File: config.mk
export PLATFORM = sky130hd
export DESIGN_NAME = nand_hecc_engine
export DESIGN_NICKNAME = d
export VERILOG_FILES = /design/src/rtl/nand_hecc_pkg.sv /design/src/rtl/hecc_accum.sv /design/src/rtl/hecc_classify.sv /design/src/rtl/nand_hecc_engine.sv
export SDC_FILE = /design/constraint.sdc
export NUM_CORES = 1
export LEC_CHECK = 0
export BUFFER_PORTS_ARGS = -buffer_cell sky130_fd_sc_hd__buf_2
export CELL_PAD_IN_SITES_DETAIL_PLACEMENT = 0
export CELL_PAD_IN_SITES_GLOBAL_PLACEMENT = 2
export CORE_MARGIN = 4
export CORE_UTILIZATION = 43
export DETAILED_ROUTE_END_ITERATION = 10
export PLACE_DENSITY = 0.95
export SLEW_MARGIN = 25
export SYNTH_ARGS = -nofsm -noshare
export SYNTH_HDL_FRONTEND = slang
export SYNTH_SLANG_ARGS = --single-unit
File: constraint.sdc
create_clock -name clk -period 8.4 [get_ports clk]
set_input_delay 0.84 -clock clk [delete_from_list [all_inputs] [get_ports clk]]
set_output_delay 0.84 -clock clk [all_outputs]
set_load 0.01 [all_outputs]
File: src/rtl/nand_hecc_pkg.sv
package nand_hecc_pkg;
  localparam int HALF_W  = 12;
  localparam int CODE_W  = 2 * HALF_W;
  localparam int HI_LSB  = 16;
  localparam int RAW_W   = HI_LSB + HALF_W;
  localparam int BIT_AW  = 3;
  localparam int BYTE_AW = HALF_W - BIT_AW;

  typedef enum logic [1:0] {
    KIND_NONE   = 2'd0,
    KIND_DATA   = 2'd1,
    KIND_CODE   = 2'd2,
    KIND_UNCORR = 2'd3
  } kind_e;

  typedef struct packed {
    kind_e               kind;
    logic [BYTE_AW-1:0]  byte_idx;
    logic [BIT_AW-1:0]   bit_idx;
  } verdict_t;

  // Raw-layout parity contribution of one byte at index idx.
  function automatic logic [RAW_W-1:0] byte_contrib(input logic [BYTE_AW-1:0] idx,
                                                    input logic [7:0] data);
    logic [HALF_W-1:0] hi_half;
    logic [HALF_W-1:0] lo_half;
    logic [RAW_W-1:0]  r;
    hi_half = '0;
    lo_half = '0;
    for (int j = 0; j < 8; j++) begin
      if (data[j]) begin
        hi_half ^=  {idx, BIT_AW'(j)};
        lo_half ^= ~{idx, BIT_AW'(j)};
      end
    end
    r = '0;
    r[HI_LSB +: HALF_W] = hi_half;
    r[HALF_W-1:0]       = lo_half;
    return r;
  endfunction

  // Pack the two raw halves into the 24-bit inverted code.
  function automatic logic [CODE_W-1:0] pack_code(input logic [HALF_W-1:0] hi_half,
                                                  input logic [HALF_W-1:0] lo_half);
    return ~{hi_half, lo_half};
  endfunction
endpackage

File: src/rtl/hecc_accum.sv
module hecc_accum
  import nand_hecc_pkg::*;
#(
  parameter int CHUNK_BYTES = 512
) (
  input  logic             clk,
  input  logic             rst_n,
  input  logic             start,
  input  logic             clear,
  input  logic             take,
  input  logic [7:0]       data,
  output logic [RAW_W-1:0] raw,
  output logic             armed
);
  localparam int CNT_W = $clog2(CHUNK_BYTES + 1);

  logic [CNT_W-1:0] cnt;
  logic             room;
  logic             fold;

  assign room = (cnt < CNT_W'(CHUNK_BYTES));
  assign fold = take && armed && room;

  always_ff @(posedge clk or negedge rst_n) begin
    if (!rst_n) begin
      raw   <= '0;
      cnt   <= '0;
      armed <= 1'b0;
    end else if (start) begin
      raw   <= '0;
      cnt   <= '0;
      armed <= 1'b1;
    end else if (clear) begin
      raw   <= '0;
      cnt   <= '0;
      armed <= 1'b0;
    end else if (fold) begin
      raw <= raw ^ byte_contrib(BYTE_AW'(cnt), data);
      cnt <= cnt + 1'b1;
    end
  end

  AST_CNT_BOUND: assert property (@(posedge clk) disable iff (!rst_n)
    cnt <= CNT_W'(CHUNK_BYTES));
  AST_START_ARMS: assert property (@(posedge clk) disable iff (!rst_n)
    start |=> armed && cnt == '0 && raw == '0);
  AST_IDLE_HOLDS: assert property (@(posedge clk) disable iff (!rst_n)
    !armed && !start |=> $stable(raw));
  AST_CLEAR_DISARMS: assert property (@(posedge clk) disable iff (!rst_n)
    clear && !start |=> !armed && raw == '0);
  AST_FULL_HOLDS: assert property (@(posedge clk) disable iff (!rst_n)
    !room && !start && !clear |=> $stable(raw));
endmodule

File: src/rtl/hecc_classify.sv
module hecc_classify
  import nand_hecc_pkg::*;
#(
  parameter int CHUNK_BYTES = 512
) (
  input  logic [CODE_W-1:0] calc,
  input  logic [CODE_W-1:0] stored,
  output verdict_t          verdict
);
  logic [CODE_W-1:0]  diff;
  logic               halves_comp;
  logic               single_bit;
  logic [BYTE_AW-1:0] loc_byte;
  logic               in_chunk;

  assign diff        = calc ^ stored;
  assign halves_comp = ((diff[CODE_W-1:HALF_W] ^ diff[HALF_W-1:0]) == {HALF_W{1'b1}});
  assign single_bit  = ($countones(diff) == 1);
  assign loc_byte    = diff[CODE_W-1:HALF_W+BIT_AW];
  assign in_chunk    = ({1'b0, loc_byte} < (BYTE_AW+1)'(CHUNK_BYTES));

  always_comb begin
    verdict = '0;
    if (diff == '0) begin
      verdict.kind = KIND_NONE;
    end else if (halves_comp) begin
      if (in_chunk) begin
        verdict.kind     = KIND_DATA;
        verdict.byte_idx = loc_byte;
        verdict.bit_idx  = diff[HALF_W+BIT_AW-1:HALF_W];
      end else begin
        verdict.kind = KIND_UNCORR;
      end
    end else if (single_bit) begin
      verdict.kind = KIND_CODE;
    end else begin
      verdict.kind = KIND_UNCORR;
    end
  end
endmodule

File: src/rtl/nand_hecc_engine.sv
module nand_hecc_engine
  import nand_hecc_pkg::*;
#(
  parameter int NUM_CS      = 4,
  parameter int CHUNK_BYTES = 512,
  localparam int CS_W       = (NUM_CS > 1) ? $clog2(NUM_CS) : 1
) (
  input  logic              clk,
  input  logic              rst_n,
  input  logic [NUM_CS-1:0] start,
  input  logic              in_valid,
  input  logic [CS_W-1:0]   in_cs,
  input  logic [7:0]        in_byte,
  input  logic              rd_req,
  input  logic [CS_W-1:0]   rd_cs,
  input  logic [23:0]       stored_code,
  output logic              res_valid,
  output logic [23:0]       res_code,
  output logic [1:0]        res_kind,
  output logic [8:0]        res_byte,
  output logic [2:0]        res_bit
);
  logic [RAW_W-1:0] ctx_raw [NUM_CS];
  logic [NUM_CS-1:0] ctx_armed;
  logic [RAW_W-1:0] sel_raw;
  logic [CODE_W-1:0] calc_code;
  verdict_t          verdict;

  for (genvar i = 0; i < NUM_CS; i++) begin : g_ctx
    logic take_i;
    logic clear_i;
    assign take_i  = in_valid && (in_cs == CS_W'(i));
    assign clear_i = rd_req && (rd_cs == CS_W'(i));
    hecc_accum #(.CHUNK_BYTES(CHUNK_BYTES)) u_accum (
      .clk   (clk),
      .rst_n (rst_n),
      .start (start[i]),
      .clear (clear_i),
      .take  (take_i),
      .data  (in_byte),
      .raw   (ctx_raw[i]),
      .armed (ctx_armed[i])
    );
  end

  always_comb begin
    sel_raw = '0;
    for (int i = 0; i < NUM_CS; i++) begin
      if (rd_cs == CS_W'(i)) sel_raw = ctx_raw[i];
    end
  end

  assign calc_code = pack_code(sel_raw[HI_LSB +: HALF_W], sel_raw[HALF_W-1:0]);

  hecc_classify #(.CHUNK_BYTES(CHUNK_BYTES)) u_classify (
    .calc    (calc_code),
    .stored  (stored_code),
    .verdict (verdict)
  );

  always_ff @(posedge clk or negedge rst_n) begin
    if (!rst_n) begin
      res_valid <= 1'b0;
      res_code  <= '0;
      res_kind  <= '0;
      res_byte  <= '0;
      res_bit   <= '0;
    end else begin
      res_valid <= rd_req;
      if (rd_req) begin
        res_code <= calc_code;
        res_kind <= verdict.kind;
        res_byte <= verdict.byte_idx;
        res_bit  <= verdict.bit_idx;
      end
    end
  end

  AST_READ_ANSWERS: assert property (@(posedge clk) disable iff (!rst_n)
    rd_req |=> res_valid);
  AST_NO_SPURIOUS: assert property (@(posedge clk) disable iff (!rst_n)
    !rd_req |=> !res_valid);
  AST_GAP_CLEAR: assert property (@(posedge clk) disable iff (!rst_n)
    rd_req |-> sel_raw[HI_LSB-1:HALF_W] == '0);
  AST_LOC_ONLY_DATA: assert property (@(posedge clk) disable iff (!rst_n)
    res_valid && res_kind != KIND_DATA |-> res_byte == '0 && res_bit == '0);
  AST_DATA_IN_RANGE: assert property (@(posedge clk) disable iff (!rst_n)
    res_valid && res_kind == KIND_DATA |-> {1'b0, res_byte} < 10'(CHUNK_BYTES));
  AST_CODE_ONE_BIT: assert property (@(posedge clk) disable iff (!rst_n)
    rd_req |=> res_kind != KIND_CODE || $countones(res_code ^ $past(stored_code)) == 1);
  AST_NONE_MATCHES: assert property (@(posedge clk) disable iff (!rst_n)
    rd_req |=> res_kind != KIND_NONE || res_code == $past(stored_code));
endmodule

==> summary.md, run 1 <==
| Metric | Value |
|---|---|
| Synth Flop Type | `dfrtp_1` |
| Clock Pin Slew Worst Setup and Hold Paths | `0.07 ns` |
| # nets final | `1127` |
| Final worst path period share | `0.763` |
| GRT Overall Usage | `0.200` |
| Critical Path AT | `about 6.7 ns` |
| Register area share after synthesis | `0.448` |
| CP endpoint kind | `flop` |
| I/O Pins | `a little over 80` |
| Cts bufs inserted | `17` |
| Vias | `6936` |
| IR drop worst, VDD | `0.000257 V` |
| Fmax | `156 MHz` |
| Total congestion overflow | `0` |
| DR DRC count | `0` |
| Dpl hpwl | `about 18000 um` |
| Row count | `between 50 and 60` |
| Yosys top cell by area | `dfrtp_1` |
| Pins Over Slew Limit | `0` |
| RePlAce Congestion | `approximately 0.86` |
| IO buf count | `82` |
| DP Worst Slack | `1.47 ns` |
| Post-synth ARST share | `1.00` |
| Antenna violations before repair | `0` |
| Mapped Nets | `roughly 1100` |
| Drt initial violations | `617` |
| # resized after CTS | `0` |
| Synth-to-layout area growth | `12.8%` |
| Gate Count Post-Synth | `between 900 and 1000` |
| LEAKAGE | `between 5 and 6 nW` |
| DRT antenna net count | `0` |
| Status | `completed` |
| Final WL | `roughly 25000 um` |
| CTS tree | `built` |
| #FFs+latches synth | `179` |
| Synthesized area | `roughly 10000 um2` |
| Power Dens Cells | `247 nW/um2` |
| Clk buf depth | `2` |
| Clk_lat worst skew | `approximately 0.44 ns` |
| N_diodes | `0` |
| Ys Warns | `0` |
| CP Launch Type | `input pin` |
| H-tree level count | `4` |
| Fraction of layout cells with a size suffix above 1 | `0.177` |
| Total setup buffers inserted after CTS | `0` |
| Vias/cell | `~5.1` |
| Vias in the first global route | `7010` |
| Crit Path Max Fanout | `16` |
| Die height | `about 160 um` |
| Post-synth top area share | `0.448` |
| Endpoints failing hold | `0` |
| Root Buffer | `clkbuf_16` |
| Worst R2R Setup Slack | `2.57 ns` |
| Worst-Margin Slew | `approximately 0.93 ns` |
| First-pass GRT wire length | `between 40000 and 50000 um` |
| Pre-Repair DR Iteration Count | `5` |
| WP data required | `8.69 ns` |
| DR WL/cell | `18.5 um` |
| Top cells by area, synth | `dfrtp_1 45%, xor2_1 8.0%, xnor2_1 6.3%` |
| RSZ-0062 raised after global routing | `false` |
| Average cell area after synthesis | `about 10 um2` |
| Netlist cell types | `between 40 and 50` |
| Total die area | `25800 um2` |
| Critical path type | `input pin to flop` |
| Final setup fails | `0` |
| Final TNS setup | `0 ns` |
| Slew margin rel. | `0.380` |
| Initial Utilization | `0.439` |
| Hold_buf cts | `0` |
| Worst setup margin | `between 1.5 and 2 ns` |
| Die width | `160 um` |
| Tmin final | `between 6 and 7 ns` |
| Max_cap viols | `0` |
| Min-delay worst type | `input pin to asynchronous set/reset pin` |
| Post-synth EDFFs | `0` |
| Worst Skew | `~0.012 ns` |
| Pin count of the biggest net entering global routing | `between 70 and 80` |
| TritonCTS Sinks | `about 180` |
| Placeable Area | `around 23000 um2` |
flip-flops by register name (all words and copies together), names as in the netlist:
register             flops
res_kind                 2
res_code                24
g_ctx.u_accum.cnt       40
res_valid                1
res_bit                  3
g_ctx.u_accum.raw       96
g_ctx.u_accum.armed      4
res_byte                 9
area by class of cell:
type                            instances  area (um2)
Clock buffer                           18         439
Clock inverter                         13         134
Fill cell                            2098       11500
Inverter                               78         293
Multi-Input combinational cell        656        5030
Sequential cell                       179        4480
Tap cell                              313         392
Timing Repair Buffer                   95         514
cells in the mapped netlist, types with 2 or more instances:
cell type  instances
buf_2              5
nand3_1           43
o22ai_1            4
nand3b_1           5
xnor2_2           12
nand2b_1           6
fa_1              19
xnor2_1           72
o21ai_0            4
and3_1             6
or2_2              4
nor3_1            34
xor2_1            91
nor4_1             2
buf_1              4
o22ai_2            9
a21oi_1           33
clkbuf_1          35
dfrtp_1          179
a31oi_1            2
nand4_1           13
nor3b_1            3
nand4b_1           3
inv_1             78
and4_1             2
buf_6              3
mux4_2            24
or3_1              5
nand2_1           42
ha_1              37
nor4_2             3
a21o_1             3
nor2_1           164
and2_1             2
through the flow:
| stage | hold WS, ns | total power, W | cell area (um2) | std cells | utilization |
|---|---|---|---|---|---|
| 3_3_place_gp | 0.459 | 0.00198 | 10700 | 1321 | 0.470 |
| 6_report | 0.293 | 0.00278 | 11300 | 1352 | 0.495 |
| 2_1_floorplan | 0.449 | 0.00173 | 10000 | 961 | - |
| 4_1_cts | 0.300 | 0.00281 | 11300 | 1352 | 0.495 |
| 5_1_grt | 0.313 | 0.00302 | 11300 | 1352 | 0.495 |
| 3_5_place_dp | 0.469 | 0.00200 | 10700 | 1321 | 0.470 |
placed cells by master, fill, tap and decap left out, types with 4 or more instances in the layout:
cell type	instances
xnor2_2	13
or2_2	4
nand3b_1	5
clkinv_2	5
fa_1	19
ha_1	37
clkbuf_16	17
nor4_2	4
and3_1	6
nor3_1	33
xnor2_1	71
a21oi_1	33
buf_4	13
dfrtp_1	179
o21ai_0	4
nand3_1	43
nor2_1	164
buf_2	81
mux4_2	24
or3_1	5
nand2b_1	6
nand2_1	42
nand4_1	13
inv_1	78
o22ai_2	9
o22ai_1	4
xor2_1	90
power breakdown:
part / leakage [nW] / switching, W / internal [W]
registers: 2.34 / 0.0000437 / 0.000912
logic: 2.41 / 0.000587 / 0.000439
clock network: 0.278 / 0.000356 / 0.000444
metal layers:
layer,GRT usage,wire [um],vias up
li1,-,-,3261
met1,0.292,11600,3452
met2,0.304,11600,192
met3,0.0364,1370,31
met4,0.0630,530,0
met5,0,0,-
critical path, cell delays in order:
cell,delay (ns)
buf_2,0.43
buf_4,0.35
mux4_2,0.56
xnor2_1,0.32
ha_1,0.30
inv_1,0.07
fa_1,0.44
fa_1,0.49
inv_1,0.05
fa_1,0.47
fa_1,0.39
inv_1,0.08
fa_1,0.41
inv_1,0.06
ha_1,0.16
inv_1,0.06
fa_1,0.43
a2111oi_0,0.39
a21oi_1,0.08
nor4_1,0.18
o221ai_1,0.13
final timing paths:
kind	start	end	cells past startpoint
setup / recovery	rd_cs[0]	res_kind[0]	21
hold / removal	rst_n	res_kind[0]	1
setup reg to reg	g_ctx[0].u_accum.raw[18]	res_kind[0]	20
hold reg to reg	g_ctx[2].u_accum.armed	g_ctx[2].u_accum.armed	1
max in group asynchronous	rst_n	g_ctx[0].u_accum.cnt[2]	2
min in group clk	g_ctx[2].u_accum.armed	g_ctx[2].u_accum.armed	1
logic make-up after synthesis:
| logic type | count (synthesis) | share of synthesized area |
|---|---|---|
| and+or+nand+nor | 338 | 0.155 |
| DFF | 179 | 0.448 |
| xor gates and xnor gates | 176 | 0.165 |
| buffers and inverters | 126 | 0.0518 |
| AOI/OAI and AO/OA | 61 | 0.0408 |
| adders and majority gates | 56 | 0.0843 |
| muxes | 25 | 0.0551 |
Power figures use the tool's default switching activity.
==> run 2: changes to the inputs <==
--- a/config.mk
+++ b/config.mk
@@ -9,9 +9,9 @@
 export CELL_PAD_IN_SITES_DETAIL_PLACEMENT = 0
 export CELL_PAD_IN_SITES_GLOBAL_PLACEMENT = 2
 export CORE_MARGIN = 4
-export CORE_UTILIZATION = 43
+export CORE_UTILIZATION = 40
 export DETAILED_ROUTE_END_ITERATION = 10
-export PLACE_DENSITY = 0.95
+export PLACE_DENSITY = 0.92
 export SLEW_MARGIN = 25
 export SYNTH_ARGS = -nofsm -noshare
 export SYNTH_HDL_FRONTEND = slang
==> constraint.sdc (replaced) <==
create_clock -name clk -period 6.2 [get_ports clk]
set_input_delay 0.62 -clock clk [delete_from_list [all_inputs] [get_ports clk]]
set_output_delay 0.62 -clock clk [all_outputs]
set_load 0.01 [all_outputs]
==> summary.md, run 2 (synthesis gave the netlist of run 1 again) <==
| Metric | Value |
|---|---|
| Tmin final | `about 5.7 ns` |
| DR DRC count | `0 (unchanged)` |
| I/O Pins | `83 (unchanged)` |
| Worst Skew | `0.0129 ns (+0.000945 ns)` |
| Clock Pin Slew Worst Setup and Hold Paths | `0.07 ns (about the same)` |
| Critical Path AT | `6.00 ns (-0.71 ns)` |
| IR drop worst, VDD | `0.000375 V (+46%)` |
| LEAKAGE | `5.11 nW (+1.8%)` |
| Die width | `166 um (+3.5%)` |
| Die height | `166 um (+3.5%)` |
| First-pass GRT wire length | `41500 um (+3.2%)` |
| Total setup buffers inserted after CTS | `0 (unchanged)` |
| Commonest cells after routing, fill and taps aside | `179 x dfrtp_1, 164 x nor2_1, 90 x xor2_1` |
| Vias | `6934 (-0.029%)` |
| H-tree level count | `4 (unchanged)` |
| Max reg flops | `96 (unchanged)` |
| RePlAce Congestion | `0.905 (+5.0%)` |
| FILL cells | `2279 (+8.6%)` |
| Min-delay worst type | `input pin to asynchronous set/reset pin` |
| Final setup fails | `0 (unchanged)` |
| Final worst path period share | `0.921` |
| Fraction of layout cells with a size suffix above 1 | `0.192 (+0.0148)` |
| Clk buf depth | `2 (unchanged)` |
| Total die area | `27600 um2 (+7.1%)` |
| Vias/cell | `5.02 (-2.2%)` |
| Crit Path Max Fanout | `14 (-2)` |
| Dpl hpwl | `19100 um (+4.5%)` |
| Vias in the first global route | `7029 (+0.27%)` |
| N_diodes | `0 (unchanged)` |
| DP Worst Slack | `0.0643 ns (-1.41 ns)` |
| Worst-Margin Slew | `0.903 ns (-0.0267 ns)` |
| CP endpoint kind | `flop` |
| Drt initial violations | `482 (-22%)` |
| Total congestion overflow | `0 (unchanged)` |
| Largest register by flop count | `g_ctx.u_accum.raw` |
| Row count | `57 (+3.6%)` |
| Placeable Area | `24500 um2 (+7.4%)` |
| Pre-Repair DR Iteration Count | `5 (unchanged)` |
| Fmax | `175 MHz` |
| IO buf count | `82 (unchanged)` |
| Reg2reg path depth | `20 (unchanged)` |
| Pins Over Slew Limit | `0 (unchanged)` |
| # nets final | `1146 (+1.7%)` |
| Hold_buf cts | `0 (unchanged)` |
| Initial Utilization | `0.409 (-0.0302)` |
| CTS tree | `built` |
| CP Launch Type | `input pin` |
| Biggest regs | `g_ctx.u_accum.raw: 96 flops, g_ctx.u_accum.cnt: 40 flops, res_code: 24 flops` |
| TritonCTS Sinks | `179 (unchanged)` |
| Synth-to-layout area growth | `14.7%` |
| Final WL | `25600 um (+2.3%)` |
| # resized after CTS | `0 (unchanged)` |
| Worst setup margin | `0.491 ns (-1.50 ns)` |
| Max_cap viols | `0 (unchanged)` |
| Cts bufs inserted | `17 (unchanged)` |
| DR WL/cell | `18.5 um (about the same)` |
| Final TNS setup | `0 ns (unchanged)` |
| WP data required | `6.49 ns (-2.20 ns)` |
| Pin count of the biggest net entering global routing | `76 (+7.0%)` |
| Status | `completed` |
| Slew margin rel. | `0.398 (+0.0178)` |
| GRT Overall Usage | `0.191 (-0.00887)` |
| Critical path type | `input pin to flop` |
| Most common cell after layout, fill and taps aside | `dfrtp_1` |
| Antenna violations before repair | `0 (unchanged)` |
| Power Dens Cells | `329 nW/um2 (+34%)` |
| Clk_lat worst skew | `0.44 ns (about the same)` |
| Endpoints failing hold | `0 (unchanged)` |
| Root Buffer | `clkbuf_16` |
| DRT antenna net count | `0 (unchanged)` |
| RSZ-0062 raised after global routing | `false` |
run 2: cell types whose count changed in the layout (fill, tap and decap cells not counted), sizes merged:
cell,change
buf,+19
clkinv,-2
clkbuf,-1
inv,+3
clkinvlp,+1
bufinv,-1
run 2: final cells by class:
cell class                 instances  area [um2]  share of cell area
clock buffer                      17         425              0.0371
multi-input combinational        656        5030               0.438
inverter                          78         293              0.0255
sequential                       179        4480               0.391
timing repair buffer             114         686              0.0598
clock inverter                    14         151              0.0132
tap                              324         405              0.0353
run 2: power by group:
part           internal, W  switching (W)  total [W]
Clock             0.000565       0.000507    0.00107
Combinational     0.000613       0.000792    0.00140
Sequential         0.00123      0.0000636    0.00130
Total              0.00241        0.00136    0.00377
run 2: worst paths after layout:
path,slack (ns),start,end
min,0.14,rst_n,res_byte[0]
max,0.49,rd_cs[0],res_kind[0]
min reg2reg,0.48,g_ctx[1].u_accum.armed,g_ctx[1].u_accum.armed
max reg2reg,0.54,g_ctx[2].u_accum.raw[22],res_kind[0]
min in group clk,0.36,start[2],g_ctx[2].u_accum.armed
max in group asynchronous,4.91,rst_n,g_ctx[0].u_accum.cnt[0]
run 2: critical path: stages:
cell	delay, ns
buf_2	0.12
buf_12	0.17
mux4_2	0.53
xor2_1	0.19
inv_1	0.08
ha_1	0.27
inv_1	0.06
fa_1	0.48
fa_1	0.51
inv_1	0.05
fa_1	0.49
fa_1	0.40
inv_1	0.08
fa_1	0.41
inv_1	0.06
ha_1	0.15
inv_1	0.06
fa_1	0.43
a2111oi_0	0.41
a21oi_1	0.08
nor4_1	0.20
o221ai_1	0.14
run 2: routing by layer:
layer / GRT usage / part of all wire
met1: 0.281 / 0.47
met2: 0.296 / 0.46
met3: 0.0386 / 0.052
met4: 0.0384 / 0.0094
met5: 0 / 0
run 2: per-stage QoR:
stage	cells	util	hold slack, ns	area, um2	total power (W)
after global routing	1382	0.469	0.186	11500	0.00410
after global placement	1351	0.445	0.459	10900	0.00270
after CTS	1382	0.469	0.169	11500	0.00381
after detailed placement	1351	0.445	0.466	10900	0.00273
after floorplan	961	-	0.324	10000	0.00234
final	1382	0.469	0.140	11500	0.00377
==> run 3: changes to the inputs <==
--- a/config.mk
+++ b/config.mk
@@ -15,4 +15,5 @@
 export SLEW_MARGIN = 25
 export SYNTH_ARGS = -nofsm -noshare
 export SYNTH_HDL_FRONTEND = slang
+export SYNTH_HIERARCHICAL = 1
 export SYNTH_SLANG_ARGS = --single-unit
==> summary.md, run 3 <==
| Metric | Value |
|---|---|
| RePlAce Congestion | `0.890 (-1.7%)` |
| Clock power share | `0.314 (+0.030)` |
| CP max stage delay | `0.58 ns (+0.05 ns)` |
| Sw power | `0.00114 W (-17%)` |
| Clock Pin Slew Worst Setup and Hold Paths | `0.08 ns (about the same)` |
| Pins Over Slew Limit | `0 (unchanged)` |
| Fin util | `0.459 (-0.00935)` |
| Commonest cells after routing, fill and taps aside | `179 x dfrtp_1, 101 x nand2_1, 80 x buf_2` |
| LEAKAGE | `5.48 nW (+7.3%)` |
| Power Dens Cells | `270 nW/um2 (-18%)` |
| Die height | `174 um (+4.6%)` |
| Average cell area after synthesis | `10.0 um2 (-3.7%)` |
| Min-delay worst type | `input pin to asynchronous set/reset pin` |
| Layout Cells excl Fill | `1518 (+9.8%)` |
| Critical-path top delay cell | `fa_1` |
| Fraction of layout cells with a size suffix above 1 | `0.183 (-0.00920)` |
| Vias in the first global route | `8346 (+19%)` |
| Gate Count Post-Synth | `1097 (+14%)` |
| Drt initial violations | `651 (+35%)` |
| Switching Share | `0.340 (-0.0212)` |
| FF-to-FF Start | `g_ctx[3].u_accum/raw[7]` |
| Biggest regs | `g_ctx.u_accum/raw: 96 flops, g_ctx.u_accum/cnt: 40 flops, res_code: 24 flops` |
| Total congestion overflow | `0 (unchanged)` |
| CP Launch Type | `input pin` |
| N_diodes | `0 (unchanged)` |
| I/O Pins | `83 (unchanged)` |
| DR WL/cell | `19.8 um (+7.1%)` |
| Reg2reg path depth | `19 (-5.0%)` |
| Total setup buffers inserted after CTS | `0 (unchanged)` |
| Synth-to-layout area growth | `12.7%` |
| Max reg flops | `96 (unchanged)` |
| First-pass GRT wire length | `48400 um (+17%)` |
| Vias/cell | `5.66 (+13%)` |
| Final setup fails | `0 (unchanged)` |
| GRT Overall Usage | `0.201 (+0.00971)` |
| IO buf count | `82 (unchanged)` |
| Pin count of the biggest net entering global routing | `71 (-6.6%)` |
| Clk buf depth | `2 (unchanged)` |
| Total die area | `30200 um2 (+9.4%)` |
| CP endpoint kind | `flop` |
| Fmax | `166 MHz (-5.5%)` |
| Combinational share of power | `0.314 (-0.058)` |
| Final TNS setup | `0 ns (unchanged)` |
| Crit path top cell by count | `fa_1` |
| Worst R2R Setup Slack | `0.22 ns (-0.32 ns)` |
| Reg power frac | `0.371 (+0.027)` |
| Dpl hpwl | `22100 um (+16%)` |
| Worst-Margin Slew | `0.970 ns (+0.0669 ns)` |
| Synthesized area | `11000 um2 (+9.9%)` |
| Crit Path Max Fanout | `8 (-6)` |
| Row count | `60 (+5.3%)` |
| # nets final | `1253 (+9.3%)` |
| Hold_buf cts | `0 (unchanged)` |
| IR drop worst, VDD | `0.000184 V (-51%)` |
| DRT antenna net count | `0 (unchanged)` |
| Largest register by flop count | `g_ctx.u_accum/raw` |
| WP data required | `6.53 ns (+0.04 ns)` |
| Die width | `174 um (+4.6%)` |
| FF-to-FF End | `res_kind[0]` |
| H-tree level count | `4 (unchanged)` |
| DR DRC count | `0 (unchanged)` |
| Placed cells | `1484 (+9.8%)` |
| Mapped Nets | `1184 (+12%)` |
| Slew margin rel. | `0.351 (-0.0470)` |
| Final WL | `30100 um (+18%)` |
| Final worst path period share | `0.974 (+0.0532)` |
| Clk_lat worst skew | `0.44 ns (about the same)` |
| Critical path type | `input pin to flop` |
| Initial Utilization | `0.408 (-0.00112)` |
| Placeable Area | `27000 um2 (+10%)` |
| Pre-Repair DR Iteration Count | `7 (+2)` |
| Ys Warns | `6 (+6)` |
| CTS tree | `built` |
| FILL cells | `2525 (+11%)` |
| Root Buffer | `clkbuf_16` |
| Vias | `8585 (+24%)` |
| Status | `completed` |
| Critical Path AT | `6.37 ns (+0.37 ns)` |
| Tmin final | `6.04 ns (+0.330 ns)` |
| Max_cap viols | `0 (unchanged)` |
| Worst Skew | `0.0148 ns (+0.00184 ns)` |
| Cts bufs inserted | `17 (unchanged)` |
| Endpoints failing hold | `0 (unchanged)` |
| Internal | `0.00221 W (-8.4%)` |
| Most common cell after layout, fill and taps aside | `dfrtp_1` |
| Cell Chain, Critical Path | `clkbuf_4 > mux2i_1 > mux2_4 > xnor2_4 > fa_1 > inv_1 > ha_1 > inv_1 > fa_1 > fa_1 > fa_1 > fa_1 > fa_1 > inv_1 > ha_2 > fa_1 > nor4b_2 > and3_1 > o21ai_1 > mux2_4` |
| Antenna violations before repair | `0 (unchanged)` |
| TritonCTS Sinks | `179 (unchanged)` |
[run 3: how the worst max path moves through the flow]
stage / startpoint / endpoint / depth (start not counted)
after floorplan: rd_cs[0] / res_kind[0] / 21
after global placement: rd_cs[0] / res_kind[0] / 20
after CTS: rd_cs[0] / res_kind[0] / 20
after detailed placement: rd_cs[0] / res_kind[0] / 20
final: rd_cs[0] / res_kind[0] / 20
after global routing: rd_cs[0] / res_kind[0] / 20
[run 3: area by class of cell]
| cell class | count | area, um2 | share of cell area |
|---|---|---|---|
| well taps | 341 | 427 | 0.0345 |
| flip-flops and latches | 179 | 4480 | 0.362 |
| multi-input cells | 795 | 6020 | 0.486 |
| clock inverters | 13 | 126 | 0.0102 |
| repair buffers | 114 | 682 | 0.0551 |
| clock buffers | 17 | 425 | 0.0344 |
| inverters | 59 | 221 | 0.0179 |
[run 3: layer usage]
metal | global-route usage | up-vias | wire length (um)
met5 | 0 | - | 0
met3 | 0.0321 | 27 | 1350
met4 | 0.0468 | 0 | 437
met1 | 0.294 | 4255 | 14200
met2 | 0.315 | 234 | 14100
li1 | - | 4069 | -
[run 3: stage by stage]
stage / area (um2) / hold slack, ns / setup slack (ns) / power, W
2_1_floorplan: 11100 / 0.324 / -0.110 / 0.00199
3_3_place_gp: 11800 / 0.462 / -0.275 / 0.00225
3_5_place_dp: 11800 / 0.471 / -0.382 / 0.00229
4_1_cts: 12300 / 0.213 / 0.0886 / 0.00335
5_1_grt: 12400 / 0.240 / -0.0260 / 0.00357
6_report: 12400 / 0.195 / 0.161 / 0.00335
[run 3: power by group through the flow]
stage                     Sequential [W]  Combinational, W  Clock (W)
final                            0.00124           0.00105    0.00105
after global routing             0.00125           0.00120    0.00112
after CTS                        0.00124           0.00104    0.00107
after detailed placement         0.00127           0.00103          0
after global placement           0.00127          0.000987          0
after floorplan                  0.00126          0.000728          0
[run 3: repair_timing]
action	4_1_cts	5_1_grt
setup endpoints to repair	0	1
endpoints found under the hold margin	0	0
gates resized for setup	0	2
[run 3: critical path, delay by kind of cell]
kind	cells	cell delay, ns
adder cells (fa/ha/maj)	9	3.94
multiplexers	3	0.75
AND/OR/NAND/NOR	2	0.46
buffers and inverters	4	0.36
XOR/XNOR	1	0.16
AO/OA/AOI/OAI	1	0.05
